**config.mk**
```make
export PLATFORM = sky130hd
export DESIGN_NAME = mwh_host
export DESIGN_NICKNAME = d
export VERILOG_FILES = /design/src/rtl/mwh_pkg.sv /design/src/rtl/mwh_timer.sv /design/src/rtl/mwh_frame.sv /design/src/rtl/mwh_rx.sv /design/src/rtl/mwh_host.sv
export SDC_FILE = /design/constraint.sdc
export NUM_CORES = 1
export LEC_CHECK = 0
export BUFFER_PORTS_ARGS = -buffer_cell sky130_fd_sc_hd__buf_2
export CORE_UTILIZATION = 30
export CTS_CLUSTER_SIZE = 40
export DETAILED_ROUTE_END_ITERATION = 12
export SYNTH_ARGS = -nofsm -noshare
export SYNTH_HDL_FRONTEND = slang
export SYNTH_SLANG_ARGS = --single-unit
```
**constraint.sdc**
```tcl
create_clock -name clk -period 2.7 [get_ports clk]
set_input_delay 0.27 -clock clk [delete_from_list [all_inputs] [get_ports clk]]
set_output_delay 0.27 -clock clk [all_outputs]
set_load 0.02 [all_outputs]
```
**src/rtl/mwh_pkg.sv**
```systemverilog
package mwh_pkg;

  typedef enum logic [2:0] {
    CMD_READ  = 3'd0,
    CMD_WRITE = 3'd1,
    CMD_ERASE = 3'd2,
    CMD_WREN  = 3'd3,
    CMD_WRDIS = 3'd4,
    CMD_FILL  = 3'd5,
    CMD_CLEAR = 3'd6
  } cmd_e;

  typedef enum logic [2:0] {
    S_IDLE = 3'd0,
    S_LOW  = 3'd1,
    S_HIGH = 3'd2,
    S_GAP  = 3'd3,
    S_POLL = 3'd4,
    S_END  = 3'd5
  } seq_e;

  function automatic int imax(input int a, input int b);
    return (a > b) ? a : b;
  endfunction

endpackage

```
**src/rtl/mwh_timer.sv**
```systemverilog
// Shared phase timer: a load of N makes last rise in the Nth cycle after load.
module mwh_timer #(
  parameter int TW = 8
) (
  input  logic          clk,
  input  logic          rst_n,
  input  logic          load,
  input  logic [TW-1:0] val,
  output logic          last
);
  logic [TW-1:0] cnt_q, cnt_n;

  always_comb begin
    cnt_n = cnt_q;
    if (load)                cnt_n = val - TW'(1);
    else if (cnt_q != '0)    cnt_n = cnt_q - TW'(1);
  end

  always_ff @(posedge clk or negedge rst_n) begin
    if (!rst_n) cnt_q <= '0;
    else        cnt_q <= cnt_n;
  end

  assign last = (cnt_q == '0);
endmodule

```
**src/rtl/mwh_frame.sv**
```systemverilog
// Builds the left-aligned serial frame for one command.
module mwh_frame import mwh_pkg::*; #(
  parameter int AW = 6,
  parameter int DW = 16,
  parameter int FW = 3 + AW + DW
) (
  input  cmd_e          cmd,
  input  logic [AW-1:0] addr,
  input  logic [DW-1:0] wdata,
  output logic [FW-1:0] frame,
  output logic          has_data,
  output logic          is_read,
  output logic          is_prog
);
  logic [1:0]    op;
  logic [AW-1:0] afield;

  always_comb begin
    op       = 2'b00;
    afield   = addr;
    has_data = 1'b0;
    is_read  = 1'b0;
    is_prog  = 1'b0;
    case (cmd)
      CMD_READ:  begin op = 2'b10; is_read = 1'b1; end
      CMD_WRITE: begin op = 2'b01; has_data = 1'b1; is_prog = 1'b1; end
      CMD_ERASE: begin op = 2'b11; is_prog = 1'b1; end
      CMD_WREN:  afield = {2'b11, {(AW-2){1'b0}}};
      CMD_FILL:  begin afield = {2'b01, {(AW-2){1'b0}}}; has_data = 1'b1; is_prog = 1'b1; end
      CMD_CLEAR: begin afield = {2'b10, {(AW-2){1'b0}}}; is_prog = 1'b1; end
      default:   afield = '0;
    endcase
    frame = {1'b1, op, afield, (has_data ? wdata : {DW{1'b0}})};
  end
endmodule

```
**src/rtl/mwh_rx.sv**
```systemverilog
// Packs sampled return bits into words, MSB first.
module mwh_rx #(
  parameter int DW = 16
) (
  input  logic          clk,
  input  logic          rst_n,
  input  logic          clr,
  input  logic          sample,
  input  logic          bit_in,
  output logic          word_valid,
  output logic [DW-1:0] word
);
  localparam int BW = $clog2(DW);

  logic [DW-1:0] sh_q, sh_n, word_q, word_n;
  logic [BW-1:0] cnt_q, cnt_n;
  logic          vld_q, vld_n;

  always_comb begin
    sh_n   = sh_q;
    cnt_n  = cnt_q;
    word_n = word_q;
    vld_n  = 1'b0;
    if (clr) begin
      cnt_n = '0;
    end else if (sample) begin
      sh_n = {sh_q[DW-2:0], bit_in};
      if (cnt_q == BW'(DW-1)) begin
        cnt_n  = '0;
        vld_n  = 1'b1;
        word_n = sh_n;
      end else begin
        cnt_n = cnt_q + BW'(1);
      end
    end
  end

  always_ff @(posedge clk or negedge rst_n) begin
    if (!rst_n) begin
      sh_q   <= '0;
      cnt_q  <= '0;
      word_q <= '0;
      vld_q  <= 1'b0;
    end else begin
      sh_q   <= sh_n;
      cnt_q  <= cnt_n;
      word_q <= word_n;
      vld_q  <= vld_n;
    end
  end

  assign word_valid = vld_q;
  assign word       = word_q;
endmodule

```
**src/rtl/mwh_host.sv**
```systemverilog
// Host engine for a 64x16 three-wire serial EEPROM. rst_n is expected to be
// asserted asynchronously and released in step with clk by the reset tree.
module mwh_host import mwh_pkg::*; #(
  parameter int ADDR_W     = 6,
  parameter int DATA_W     = 16,
  parameter int SCK_HI     = 50,
  parameter int SCK_LO     = 50,
  parameter int CS_GAP     = 50,
  parameter int STATUS_DLY = 50,
  parameter int POLL_LIMIT = 2000000
) (
  input  logic              clk,
  input  logic              rst_n,
  input  logic              req_valid,
  input  logic [2:0]        req_op,
  input  logic [ADDR_W-1:0] req_addr,
  input  logic [DATA_W-1:0] req_wdata,
  input  logic [ADDR_W-1:0] req_len,
  output logic              busy,
  output logic              done,
  output logic              timeout,
  output logic              rd_valid,
  output logic [DATA_W-1:0] rd_data,
  output logic              ser_clk,
  output logic              ser_sel,
  output logic              ser_out,
  input  logic              ser_in
);
  localparam int HDR_W = 3 + ADDR_W;
  localparam int FW    = HDR_W + DATA_W;
  localparam int CW    = $clog2(HDR_W + DATA_W * (2 ** ADDR_W) + 1);
  localparam int TW    = $clog2(imax(imax(SCK_HI, SCK_LO), CS_GAP) + 1);
  localparam int PW    = $clog2(POLL_LIMIT + 1);

  seq_e            st_q, st_n;
  logic [FW-1:0]   frm_q, frm_n, frm_new;
  logic [CW-1:0]   idx_q, idx_n, tot_q, tot_n;
  logic [PW-1:0]   pc_q, pc_n;
  logic            rd_q, rd_n, prg_q, prg_n;
  logic            sel_q, sel_n, sck_q, sck_n;
  logic            done_q, done_n, to_q, to_n, fail_q, fail_n;
  logic            new_data, new_rd, new_prg;
  logic            t_load, t_last;
  logic [TW-1:0]   t_val;
  logic            accept, sample;
  logic [CW-1:0]   frame_clks, read_clks;

  mwh_frame #(.AW(ADDR_W), .DW(DATA_W), .FW(FW)) u_frame (
    .cmd      (cmd_e'(req_op)),
    .addr     (req_addr),
    .wdata    (req_wdata),
    .frame    (frm_new),
    .has_data (new_data),
    .is_read  (new_rd),
    .is_prog  (new_prg)
  );

  mwh_timer #(.TW(TW)) u_timer (
    .clk   (clk),
    .rst_n (rst_n),
    .load  (t_load),
    .val   (t_val),
    .last  (t_last)
  );

  mwh_rx #(.DW(DATA_W)) u_rx (
    .clk        (clk),
    .rst_n      (rst_n),
    .clr        (accept),
    .sample     (sample),
    .bit_in     (ser_in),
    .word_valid (rd_valid),
    .word       (rd_data)
  );

  assign frame_clks = new_data ? CW'(FW) : CW'(HDR_W);
  assign read_clks  = CW'(HDR_W) + CW'(DATA_W) * (CW'(req_len) + CW'(1));

  // Return bits count only after the header; the bit seen during the last
  // address clock is the leading zero and is skipped.
  assign sample = (st_q == S_HIGH) && t_last && rd_q && (idx_q >= CW'(HDR_W));

  always_comb begin
    st_n   = st_q;
    frm_n  = frm_q;
    idx_n  = idx_q;
    tot_n  = tot_q;
    pc_n   = pc_q;
    rd_n   = rd_q;
    prg_n  = prg_q;
    sel_n  = sel_q;
    sck_n  = sck_q;
    to_n   = to_q;
    fail_n = fail_q;
    done_n = 1'b0;
    t_load = 1'b0;
    t_val  = '0;
    accept = 1'b0;
    case (st_q)
      S_IDLE: begin
        if (req_valid) begin
          accept = 1'b1;
          frm_n  = frm_new;
          rd_n   = new_rd;
          prg_n  = new_prg;
          tot_n  = new_rd ? read_clks : frame_clks;
          idx_n  = '0;
          to_n   = 1'b0;
          fail_n = 1'b0;
          sel_n  = 1'b1;
          t_load = 1'b1;
          t_val  = TW'(SCK_LO);
          st_n   = S_LOW;
        end
      end
      S_LOW: begin
        if (t_last) begin
          sck_n  = 1'b1;
          t_load = 1'b1;
          t_val  = TW'(SCK_HI);
          st_n   = S_HIGH;
        end
      end
      S_HIGH: begin
        if (t_last) begin
          sck_n  = 1'b0;
          t_load = 1'b1;
          if (idx_q == tot_q - CW'(1)) begin
            sel_n = 1'b0;
            frm_n = '0;
            t_val = TW'(CS_GAP);
            st_n  = prg_q ? S_GAP : S_END;
          end else begin
            idx_n = idx_q + CW'(1);
            frm_n = {frm_q[FW-2:0], 1'b0};
            t_val = TW'(SCK_LO);
            st_n  = S_LOW;
          end
        end
      end
      S_GAP: begin
        if (t_last) begin
          sel_n = 1'b1;
          pc_n  = '0;
          st_n  = S_POLL;
        end
      end
      S_POLL: begin
        pc_n = pc_q + PW'(1);
        if ((pc_q >= PW'(STATUS_DLY)) && ser_in) begin
          sel_n  = 1'b0;
          t_load = 1'b1;
          t_val  = TW'(CS_GAP);
          st_n   = S_END;
        end else if (pc_q == PW'(POLL_LIMIT - 1)) begin
          fail_n = 1'b1;
          sel_n  = 1'b0;
          t_load = 1'b1;
          t_val  = TW'(CS_GAP);
          st_n   = S_END;
        end
      end
      S_END: begin
        if (t_last) begin
          done_n = 1'b1;
          to_n   = fail_q;
          st_n   = S_IDLE;
        end
      end
      default: st_n = S_IDLE;
    endcase
  end

  always_ff @(posedge clk or negedge rst_n) begin
    if (!rst_n) begin
      st_q   <= S_IDLE;
      frm_q  <= '0;
      idx_q  <= '0;
      tot_q  <= '0;
      pc_q   <= '0;
      rd_q   <= 1'b0;
      prg_q  <= 1'b0;
      sel_q  <= 1'b0;
      sck_q  <= 1'b0;
      done_q <= 1'b0;
      to_q   <= 1'b0;
      fail_q <= 1'b0;
    end else begin
      st_q   <= st_n;
      frm_q  <= frm_n;
      idx_q  <= idx_n;
      tot_q  <= tot_n;
      pc_q   <= pc_n;
      rd_q   <= rd_n;
      prg_q  <= prg_n;
      sel_q  <= sel_n;
      sck_q  <= sck_n;
      done_q <= done_n;
      to_q   <= to_n;
      fail_q <= fail_n;
    end
  end

  assign busy    = (st_q != S_IDLE);
  assign done    = done_q;
  assign timeout = to_q;
  assign ser_clk = sck_q;
  assign ser_sel = sel_q;
  assign ser_out = frm_q[FW-1];
endmodule

```
After elaboration in Yosys (flattened, before gate mapping):

Index checks and enable logic that the tools add are counted.

* bits in registers: 120
* input port bits: 35
* output and inout bits: 23
* logic and storage cells: 146

* add/subtract/negate cells: 8
* order comparisons: 2
* eq/ne operators: 23
* mux-type cells: 63
* bitwise operators: 1
* reduce and logical (&&, ||, !) cells: 32

Operator list (count)
* $mux W25: 3
* $pmux W25 S2: 1
* $mux W11: 4
* $pmux W21 S2: 1
* $mux W6: 6
* $mux W3: 9
* $pmux W6 S4: 1
* $mux W1: 23
* $pmux W11 S2: 1
* $add A21 B1 Y21 const B: 1
* $eq A21 B21 Y1 const B: 1
* $ge A21 B6 Y1 const B: 1
* $mux W21: 1
* $pmux W3 S6: 1
* $pmux W6 S3: 1
* $mux W16: 1
* $ne A2 B2 Y1 const B: 8
* $reduce_bool A2 Y1: 7
* $eq A3 B2 Y1 const B: 4
* $eq A3 B3 Y1 const B: 4
* $mux W4: 3
* $reduce_and A3 Y1: 4
* $reduce_and A6 Y1: 2
* $sub A6 B1 Y6 const B: 2
* 28 further kinds: 39

Depth between registers and ports, before layout:

Gate-level depths: netlist (run 1).

* word-level depth: 6
* depth in mapped cells: 12
* gate-level depth less buffers: 12

Cells and area by module:

Synthesis (run 1) repeated with hierarchy kept, for this count alone.

* cell total of the unflattened synthesis: 632
* area total of the unflattened synthesis: 6346.1 µm²

Modules (own cells, without submodules)
* mwh_host: instances 1, cells each 469, area each 4250.3 µm²
* mwh_rx: instances 1, cells each 88, area each 1435.1 µm²
* mwh_timer: instances 1, cells each 39, area each 424.2 µm²
* mwh_frame: instances 1, cells each 36, area each 236.5 µm²

Worst setup path before layout (run 1):

Ideal clock, no wire load.

* path kind: reg-to-reg
* from: reg u_timer.cnt_q[1]
* to: reg u_timer.cnt_q[4]
* data arrival time: 2.740 ns
* required time: 2.622 ns
* slack: -0.118 ns
* cell stages (with the launch flop): 11
* path buffers: 0
* period minus slack after synthesis: 2.818 ns
* cell sequence: dfrtp_1 -> or4_4 -> nor2_2 -> nand3_1 -> a21oi_1 -> nor2_1 -> nand2_1 -> ha_1 -> or4b_2 -> a21oi_1 -> o2bb2ai_1

* longest elaborated chain between the ends: 5
* elaborated cells between the ends (all ways): 11

Ends and longest elaborated chain
* start, declared: line mwh_timer.sv:11 `logic [TW-1:0] cnt_q, cnt_n;`
* start signal, assigned: line mwh_timer.sv:21 `else cnt_q <= cnt_n;`
* $logic_not A6 Y1: line mwh_timer.sv:24 `assign last = (cnt_q == '0);`
* $mux W6: line mwh_host.sv:117 `if (t_last) begin`
* $pmux W6 S3: line mwh_host.sv:99 `case (st_q)`
* $sub A6 B1 Y6: line mwh_timer.sv:15 `if (load) cnt_n = val - TW'(1);`
* $mux W6: line mwh_timer.sv:15

Several ways; a longest one is shown, not always the timed one. The select of a mux whose other input is x is not followed.
A chain may end at the register's enable or synchronous reset.

Worst setup path after layout (run 1):

* from: reg pc_q[14]
* to: reg u_timer.cnt_q[4]

* longest elaborated chain between the ends: 6
* elaborated cells between the ends (all ways): 12

Ends and longest elaborated chain
* start, declared: line mwh_host.sv:38 `logic [PW-1:0] pc_q, pc_n;`
* start signal, assigned: line mwh_host.sv:193 `pc_q <= pc_n;`
* $ge A21 B6 Y1 or $eq A21 B21 Y1 (tied branches): line mwh_host.sv:150, mwh_host.sv:155
* $logic_and A1 B1 Y1 or $mux W6 (tied branches): line mwh_host.sv:150, mwh_host.sv:155
* $mux W6: line mwh_host.sv:150 `if ((pc_q >= PW'(STATUS_DLY)) && ser_in) begin`
* $pmux W6 S3: line mwh_host.sv:99
* $sub A6 B1 Y6: line mwh_timer.sv:15
* $mux W6: line mwh_timer.sv:15

Several ways; a longest one is shown, not always the timed one.

==> impl_results.md, run 1 <==
- Gr usage total: 14.45%
- Core Rows: 50
- RSZ-0062 raised after global routing: false
- R2r endpoint: u_timer.cnt_q[4]
- Remaining antenna violation count after routing: 0
- Finished Layout Cells: approximately 1000
- Slew HR: roughly a third
- Vias per cell: 4.942
- Number of global-route vias before repair: approximately 4700
- Most used routing layer: met2
- Seq/Total Area, Yosys: between 50% and 60%
- Post-Synthesis Cells: between 600 and 700
- Post-Synth Simple-Gate Area: roughly 25%
- Asr flop ratio synth: 100.0%
- Met2 Usage GRT: a little over a fifth
- Commonest non-fill, non-tap cell in the layout: nand2_1
- Number of H-tree levels: 4
- Main combinational cell family by area after synthesis: simple AND/OR/NAND/NOR gates
- Number of port buffers: 57
- Yosys cell types: between 60 and 70
- Gr ovfl total: 0
- MaxCap Viol Count: 0
- GRT met3 Usage: between 3 and 4%
- Final HPWL DP: 9118 um
- Nets@finish: roughly 770
- Worst setup path endpoint: u_timer.cnt_q[4]
- Max clock buf depth: 2
- Antenna Cells: 0
- Max-slew violations: 0
- Total CTS buffers: 17
- Fin Clk Skew: roughly 6.4 ps
- Share of layout cells above drive strength 1: 21.19%
- Die Y: between 100 and 150 um
- I/O Pins: 58
- Yosys Warn Count: 0
- Total routed wirelength: 13380 um
- PwrDens: ~800 nW/um^2
- Die area: roughly 20000 sq um
- Worst skew pair latency: 420 ps
- Fin crit period: roughly 2600 ps
- TritonCTS clock tree: built
- Core ar.: between 15000 and 20000 sq um
- Worst min-delay path class: in -> reg
- Drt pass-1 iters: 4
- Worst Tran Pin Value: 1012 ps
- Syn_area_per_cell: 9.142 sq um
- Filler Cells Inserted: 1931
- Req. time, crit path: slightly above 3000 ps
- Root Buffer: clkbuf_16
- Starting DRT DRC Count: just under 300
- Commonest non-fill, non-tap cells in the layout: nand2_1, dfrtp_1, buf_2
- Reg2Reg Depth: 11
- Reg2reg setup slack: 140 ps
- Count of state elements after synthesis: approximately 120
- DR WL/cell: 13.37 um
- Fin. Hold Viols: 0
- GRT met1 Usage: ~20%
- Synth Area in XOR/XNOR: under 10%
- Period utilization: a little over nine tenths
- Largest net degree at the start of global routing: between 50 and 60
- Placed Cells: roughly 970
- Compound-Gate Fraction of Synth Area: approximately 15%
- Status: completed
- Final GP Congestion: between 0.7 and 0.8
- CP Max Fanout: 3
- Reg clk slew, reported paths: ~60 ps
- Post-Syn Area: just under 6000 sq um
- Max Fclk: 0.3911 GHz
- Tot Pwr: roughly 5800 uW
- Clk sinks: between 100 and 150
- DRC viols: 0
- Initial antenna violation count: 0
- Multiplexer share of the synthesized area: about 2.5%
- Primary FF master, synth: dfrtp_1
- Leak: roughly 0.0034 uW
- Initial Util: approximately 31%
- Crit path DAT: ~2900 ps
- Sequential cell area: 2928 sq um
- Critical path type: reg -> reg
- Post-synth EDFFs: 0
- First-pass GRT wire length: ~23000 um
- Syn nets: between 600 and 700
- Worst VDD drop: 0.4776 mV
- Nature of the critical path endpoint: register
- Chip width: roughly 140 um
- DR vias: approximately 5000
- Hold depth: 3
- Setup violators final: 0
- Worst Setup Start Kind: register
- Post-synthesis adder-cell area fraction: roughly 1.7%
- Area Overhead vs Synth: 25.41%
- Critical Path Start: pc_q[14]
- Worst R2R Start: pc_q[14]
- Multi-input gate area: approximately 2800 sq um
-- through the flow --
stage | setup TNS [ps] | util (%) | area, sq um | hold slack, ps | worst slack (ps)
floorplan | 0 | - | 5864 | -25.59 | 3.014
global placement | 0 | 35.35 | 6679 | 247.5 | 5.539
detailed placement | -76.91 | 35.35 | 6679 | 250.9 | -76.91
CTS | 0 | 38.64 | 7300 | 68.98 | 6.557
global route | 0 | 38.83 | 7337 | 127.2 | 11.20
finish | 0 | 38.83 | 7337 | 85.21 | 143.3
-- synthesized netlist by cell type, types with 3 or more instances --
cell,number,area share (%)
a211oi_1,6,0.77
a21o_1,4,0.51
a21oi_1,44,3.8
a31oi_1,5,0.53
a32oi_1,19,2.8
and2_1,3,0.32
and3_1,7,0.75
buf_2,10,0.86
buf_4,3,0.38
clkbuf_1,18,1.2
dfrtp_1,117,50
ha_1,8,1.7
inv_1,11,0.71
mux2i_1,13,2.2
nand2_1,145,9.3
nand2b_1,6,0.64
nand3_1,34,2.9
nand4_1,10,1.1
nand4b_1,3,0.45
nor2_1,46,3.0
nor2b_1,4,0.43
nor3_1,12,1.0
nor3b_1,3,0.38
nor4_1,11,1.2
o21ai_0,32,2.7
o2bb2ai_1,3,0.45
o31ai_1,8,1.0
or4_1,3,0.38
xnor2_1,8,1.2
xor2_1,4,0.60
-- cell families after synthesis --
| kind of cell | after synthesis |
|---|---|
| mux | 14 |
| flops | 117 |
| xor+xnor | 14 |
| compound gates | 138 |
| simple gates | 306 |
| buf+inv | 43 |
| fa+ha+maj | 8 |
-- registers in the layout, indices dropped and copies added, names as in the netlist, 3 cells and up --
name,cells
u_timer.cnt_q,6
u_rx.cnt_q,4
u_rx.sh_q,15
idx_q,11
st_q,3
frm_q,25
pc_q,21
tot_q,8
u_rx.word,16
-- power by group --
part / switching [uW] / total [uW] / internal (uW) / leakage (uW)
logic: 613 / 1130 / 520 / 0.00155
clock network: 913 / 2220 / 1310 / 0.000284
registers: 313 / 2410 / 2100 / 0.00153
total: 1840 / 5760 / 3920 / 0.00336
-- what timing repair did --
action                     CTS  global route
hold endpoints to repair    29             0
hold buffers                 1             0
pin swaps                    2             4
resized for setup            5             6
setup buffers                0             1
setup endpoints to repair    1             2
-- layer usage --
| metal | vias up | routed length [um] | share of wire [%] |
|---|---|---|---|
| li1 | 2467 | - | - |
| met1 | 2354 | 6690 | 50 |
| met2 | 114 | 5868 | 44 |
| met3 | 12 | 689 | 5.1 |
| met4 | 0 | 134 | 1.0 |
| met5 | - | 0 | 0 |
-- area by class of cell --
class / count / area share (%)
tap: 260 / 4.434
clock buffer: 17 / 5.798
sequential: 117 / 39.90
multi-input combinational: 480 / 38.08
timing repair buffer: 101 / 8.970
inverter: 11 / 0.5628
clock inverter: 15 / 2.251
-- worst min-delay path by stage --
stage / start / end / slack, ps
final: req_wdata[0] / frm_q[0] / 90
after global routing: req_wdata[0] / frm_q[0] / 130
after CTS: req_wdata[0] / frm_q[0] / 70
after detailed placement: rst_n / tot_q[9] / 250
after global placement: rst_n / tot_q[9] / 250
after floorplan: rst_n / done / -30
-- worst max-delay path, cell delays in order (launching register included) --
cell	delay, ps
dfrtp_1	390
nor4_2	320
buf_4	170
nand4_1	110
o21ai_2	180
a21oi_2	80
or2_4	250
nor2_1	90
ha_1	160
or4b_4	460
a21oi_2	150
o2bb2ai_1	110
Note: power is estimated with default switching activity, not from simulation.
==> inputs of run 2 (changes only) <==
- BUFFER_PORTS_ARGS: -buffer_cell sky130_fd_sc_hd__buf_2 -> default
- DONT_BUFFER_PORTS: default -> 1
- REMOVE_ABC_BUFFERS: default -> 1
==> impl_results.md, run 2 (synthesized netlist as in run 1, its figures left out) <==
- Status: finished, violations left
- Failing checks: hold timing
- TritonCTS clock tree: built
- Area Overhead vs Synth: 21.26%
- Initial antenna violation count: 0 (unchanged)
- Critical path cell sequence: nor4_2, nand4_1, o21ai_2, a21oi_2, or2_2, nor2_1, ha_1, or4b_4, a21oi_2, o2bb2ai_1
- Largest net degree at the start of global routing: 118 (+120%)
- Max clock buf depth: 2 (unchanged)
- Fin crit period: 2540 ps (-16.66 ps)
- Req. time, crit path: 3040 ps (about the same)
- Fin. Hold Viols: 117 (+117)
- Crit path DAT: 2880 ps (-20 ps)
- Number of global-route vias before repair: 4635 (-0.49%)
- Critical path type: reg -> reg
- Total routed wirelength: 13520 um (+1.0%)
- PwrDens: 781.0 nW/um^2 (-0.56%)
- Worst R2R Start: pc_q[14]
- Top reg by flops: frm_q
- Final GP Congestion: 0.7890 (-1.0%)
- Max stage delay on crit path: 470 ps (about the same)
- Worst Tran Pin Value: 969.8 ps (-41.71 ps)
- Leak: 0.003141 uW (-6.6%)
- Max Fclk: 0.3937 GHz (+0.66%)
- Gr usage total: 14.26% (-0.19 points)
- CP Max Fanout: 2 (-1)
- Vias per cell: 5.011 (+1.4%)
- Root Buffer: clkbuf_16
- Antenna Cells: 0 (unchanged)
- DRC viols: 0 (unchanged)
- DR WL/cell: 14.13 um (+5.7%)
- Core ar.: 18890 sq um (unchanged)
- Period utilization: 94.07% (-0.62 points)
- Tot Pwr: 5541 uW (-3.9%)
- Chip width: 141.7 um (unchanged)
- Commonest non-fill, non-tap cells in the layout: nand2_1, dfrtp_1, buf_4
- CTS Hold Bufs: 4 (+3)
- Final HPWL DP: 8945 um (-1.9%)
- Worst Setup Start Kind: register
- Core Rows: 50 (unchanged)
- MaxCap Viol Count: 0 (unchanged)
- Critical-path top delay cell: or4b_4
- Fin Clk Skew: 9.280 ps (+2.920 ps)
- Die Y: 141.7 um (unchanged)
- Number of H-tree levels: 4 (unchanged)
- Setup violators final: 0 (unchanged)
- Most used cell, CP: a21oi_2
- Gr ovfl total: 0 (unchanged)
- Slew HR: 35.10% (+2.8 points)
- RSZ-0062 raised after global routing: false
- Number of port buffers: 0 (-100%)
- Worst min-delay path class: in -> async
- Total CTS buffers: 17 (unchanged)
- Worst VDD drop: 0.4694 mV (-1.7%)
- Share of layout cells above drive strength 1: 15.93% (-5.3 points)
- Nature of the critical path endpoint: register
- Reg clk slew, reported paths: 60 ps (about the same)
- DR vias: 4796 (-3.1%)
- Commonest non-fill, non-tap cell in the layout: nand2_1
- Design Area, Final: 7094 sq um (-3.3%)
- Remaining antenna violation count after routing: 0 (unchanged)
- Placed instance area: 6432 sq um (-3.7%)
- Max-slew violations: 0 (unchanged)
- Starting DRT DRC Count: 297 (unchanged)
- Drt pass-1 iters: 5 (+1)
- Max FFs per register: 25 (unchanged)
- I/O Pins: 58 (unchanged)
- Die area: 20060 sq um (unchanged)
- Critical Path Start: pc_q[14]
- First-pass GRT wire length: 22710 um (-1.8%)
- Clk sinks: 117 (unchanged)
- Nets@finish: 727 (-5.7%)
- Initial Util: 30.97% (unchanged)
- Worst skew pair latency: 410 ps (about the same)
- Worst hold slack: -452.3 ps (-537.6 ps)
-- run 2: cell types whose count changed in the layout (fill, tap and decap cells not counted), sizes merged --
cell         before  now
buf             100   53
inv              18   13
clkinv            5    8
dlygate4sd3       1    4
clkinvlp          2    4
bufinv            1    0
clkbuf           17   18
-- run 2: worst paths after layout --
kind                                    end  slack (ps)  cells past startpoint
setup reg to reg           u_timer.cnt_q[4]         160                     10
hold / removal                    tot_q[10]        -450                      0
max in group asynchronous      u_rx.sh_q[9]        2920                      0
setup / recovery           u_timer.cnt_q[4]         160                     10
min in group clk                   tot_q[7]          50                      2
hold reg to reg               u_rx.sh_q[14]         480                      2
-- run 2: through the flow --
step	setup WS, ps	instances	hold slack (ps)	util (%)	TNS (ps)
2_1_floorplan	-162.7	608	-25.59	-	-3883
3_3_place_gp	4.279	919	-21.96	34.05	0
3_5_place_dp	-85.44	919	-22.00	34.05	-85.44
4_1_cts	4.903	955	-466.0	37.21	0
5_1_grt	8.311	957	-472.3	37.55	0
6_report	160.0	957	-452.3	37.55	0
-- run 2: cell type report --
| class | count | area [sq um] |
|---|---|---|
| fill | 1948 | 11800 |
| inverter | 11 | 41.29 |
| timing repair buffer | 57 | 462.9 |
| sequential | 117 | 2928 |
| clock buffer | 18 | 439.2 |
| multi-input combinational | 480 | 2791 |
| clock inverter | 14 | 106.4 |
| tap | 260 | 325.3 |
-- run 2: worst max-delay path, delay by kind of cell (launching register included) --
family          cells  cell delay (ps)
flops               1              390
compound gates      4              550
simple gates        5             1350
fa+ha+maj           1              170
-- run 2: what timing repair did --
action                                  in CTS  in global routing
endpoints found under the setup margin       1                 31
resized for setup                            3                 11
pin swaps                                    0                  4
hold endpoints to repair                   121                117
setup buffers                                0                  2
-- run 2: layer usage --
metal / track usage [%] / routed length [um] / vias to the layer above / part of all wire, %
li1: - / - / 2368 / -
met1: 19.55 / 6735 / 2311 / 50
met2: 21.23 / 5932 / 103 / 44
met3: 4.489 / 718 / 14 / 5.3
met4: 4.697 / 136 / 0 / 1.0
met5: 0 / 0 / - / 0
-- run 2: where the power goes --
part	switching (uW)	internal, uW
clock network	852	1200
registers	347	2100
logic	544	501
==> inputs of run 3 (changes only) <==
- CORE_ASPECT_RATIO: default -> 2
- CTS_CLUSTER_SIZE: 40 -> 24
- PLACE_DENSITY: default -> 0.51
==> impl_results.md, run 3 (synthesized netlist as in run 1, its figures left out) <==
- Worst hold slack: -453.0 ps (-0.6660 ps)
- Commonest non-fill, non-tap cells in the layout: nand2_1, dfrtp_1, buf_4
- Finished Layout Cells: 947 (-1.0%)
- Worst min-delay path class: in -> async
- Starting DRT DRC Count: 177 (-40%)
- Worst skew pair latency: 420 ps (about the same)
- Area Overhead vs Synth: 22.56%
- Critical-path top delay cell: or4b_4
- Fin Clk Skew: 10.77 ps (+1.493 ps)
- Period utilization: 94.49% (+0.41 points)
- Total CTS buffers: 17 (unchanged)
- Reg2Reg Depth: 11 (+1)
- Tot Pwr: 6005 uW (+8.4%)
- Pre-CTS setup slack: -200.6 ps (-115.1 ps)
- Failing checks: hold timing
- Critical path cell sequence: nor4_2, buf_4, nand4_1, o21ai_2, a21oi_2, or2_4, nor2_2, ha_2, or4b_4, a21oi_4, o2bb2ai_1
- CP top delay family: simple AND/OR/NAND/NOR gates
- Max stage delay on crit path: 470 ps (about the same)
- MaxCap Viol Count: 0 (unchanged)
- Chip width: 100.7 um (-29%)
- Final GP Congestion: 0.8148 (+3.3%)
- Die Y: 199.5 um (+41%)
- Final HPWL DP: 10150 um (+14%)
- Antenna Cells: 0 (unchanged)
- Top reg by flops: frm_q
- Max FFs per register: 25 (unchanged)
- I/O Pins: 58 (unchanged)
- First-pass GRT wire length: 24780 um (+9.1%)
- Commonest non-fill, non-tap cell in the layout: nand2_1
- R2r endpoint: u_timer.cnt_q[4]
- Max clock buf depth: 2 (unchanged)
- CP Max Fanout: 2 (unchanged)
- Share of layout cells above drive strength 1: 15.90% (-0.029 points)
- Reg2reg setup slack: 150 ps (about the same)
- TritonCTS clock tree: built
- Worst R2R Start: pc_q[16]
- PwrDens: 837.5 nW/um^2 (+7.2%)
- Setup TNS: 0 ps (unchanged)
- Gr usage total: 15.77% (+1.5 points)
- Worst VDD drop: 0.4589 mV (-2.2%)
- Largest net degree at the start of global routing: 118 (unchanged)
- Reg clk slew, reported paths: 60 ps (about the same)
- Max-slew violations: 0 (unchanged)
- Initial Util: 30.92% (-0.047 points)
- Max layer used: met4
- Die area: 20100 sq um (+0.17%)
- Max Fclk: 0.3920 GHz (-0.44%)
- Nature of the critical path endpoint: register
- Vias per cell: 5.161 (+3.0%)
- Fin crit period: 2551 ps (+11.20 ps)
- Worst Tran Pin Value: 1099 ps (+129.1 ps)
- Core Rows: 71 (+42%)
- Nets@finish: 722 (-0.69%)
- Initial antenna violation count: 0 (unchanged)
- RSZ-0062 raised after global routing: false
- Critical path type: reg -> reg
- Drt pass-1 iters: 5 (unchanged)
- DRC viols: 0 (unchanged)
- Fin worst setup slack: 148.8 ps (-11.20 ps)
- DRT met1 WL: 5819 um (-14%)
- CTS Hold Bufs: 4 (unchanged)
- Fin. Hold Viols: 117 (unchanged)
- Req. time, crit path: 3040 ps (about the same)
- Core ar.: 18920 sq um (+0.15%)
- Filler Cells Inserted: 1902 (-2.4%)
- Number of port buffers: 0 (unchanged)
- Setup violators final: 0 (unchanged)
- Crit path DAT: 2890 ps (about the same)
- Metal3 WL: 489 um (-32%)
- Status: finished, violations left
- Worst Setup Start Kind: register
- DR WL/cell: 15.41 um (+9.1%)
- Remaining antenna violation count after routing: 0 (unchanged)
- Root Buffer: clkbuf_16
- Placed Cells: 909 (-1.1%)
- Crit path buf inv count: 1 (+1)
- Slew HR: 26.47% (-8.6 points)
- Metal2 WL: 8022 um (+35%)
- Total routed wirelength: 14600 um (+8.0%)
- Leak: 0.003161 uW (+0.63%)
- Number of H-tree levels: 4 (unchanged)
- Number of global-route vias before repair: 5121 (+10%)
- Gr ovfl total: 0 (unchanged)
- Placed instance area: 6389 sq um (-0.68%)
- DR vias: 4887 (+1.9%)
- Design Area, Final: 7171 sq um (+1.1%)
- Clk sinks: 117 (unchanged)
run 3: worst max path at each step:
stage,startpoint,endpoint,slack (ps),cells after the start
after global placement,pc_q[11],u_timer.cnt_q[4],-110,11
after global routing,u_timer.cnt_q[3],u_timer.cnt_q[4],7,10
after CTS,pc_q[7],u_timer.cnt_q[4],30,11
after floorplan,st_q[1],frm_q[0],-160,6
final,pc_q[16],u_timer.cnt_q[4],150,11
after detailed placement,pc_q[9],u_timer.cnt_q[4],-200,11
run 3: metal layers:
metal | GRT usage (%) | up-vias
li1 | - | 2359
met1 | 16.47 | 2409
met2 | 29.88 | 102
met3 | 3.253 | 17
met4 | 6.602 | 0
met5 | 0 | -
run 3: timing repair:
| item | 4_1_cts | 5_1_grt |
|---|---|---|
| endpoints found under the setup margin | 1 | 35 |
| hold endpoints to repair | 121 | 117 |
| setup buffers | 1 | 1 |
| gates resized for setup | 7 | 14 |
| pin swaps | 4 | 13 |
run 3: cell type report:
class | instances | area, sq um | share of cell area (%)
clock buffer | 17 | 425.4 | 5.933
clock inverter | 15 | 216.5 | 3.019
inverter | 11 | 41.29 | 0.5758
multi-input combinational | 480 | 2810 | 39.19
sequential | 117 | 2929 | 40.85
tap | 255 | 319.1 | 4.449
timing repair buffer | 52 | 429.2 | 5.985
run 3: report_power, final:
group | internal [uW] | leakage [uW] | switching, uW | total [uW]
Combinational | 523 | 0.00132 | 569 | 1090
Sequential | 2100 | 0.00153 | 349 | 2450
Clock | 1570 | 0.000308 | 896 | 2470
Total | 4190 | 0.00316 | 1810 | 6010
run 3: through the flow:
step | util, % | hold WS, ps
floorplan | - | -25.59
global placement | 33.76 | -18.18
detailed placement | 33.76 | -19.32
CTS | 37.55 | -467.8
global route | 37.90 | -474.4
finish | 37.90 | -453.0
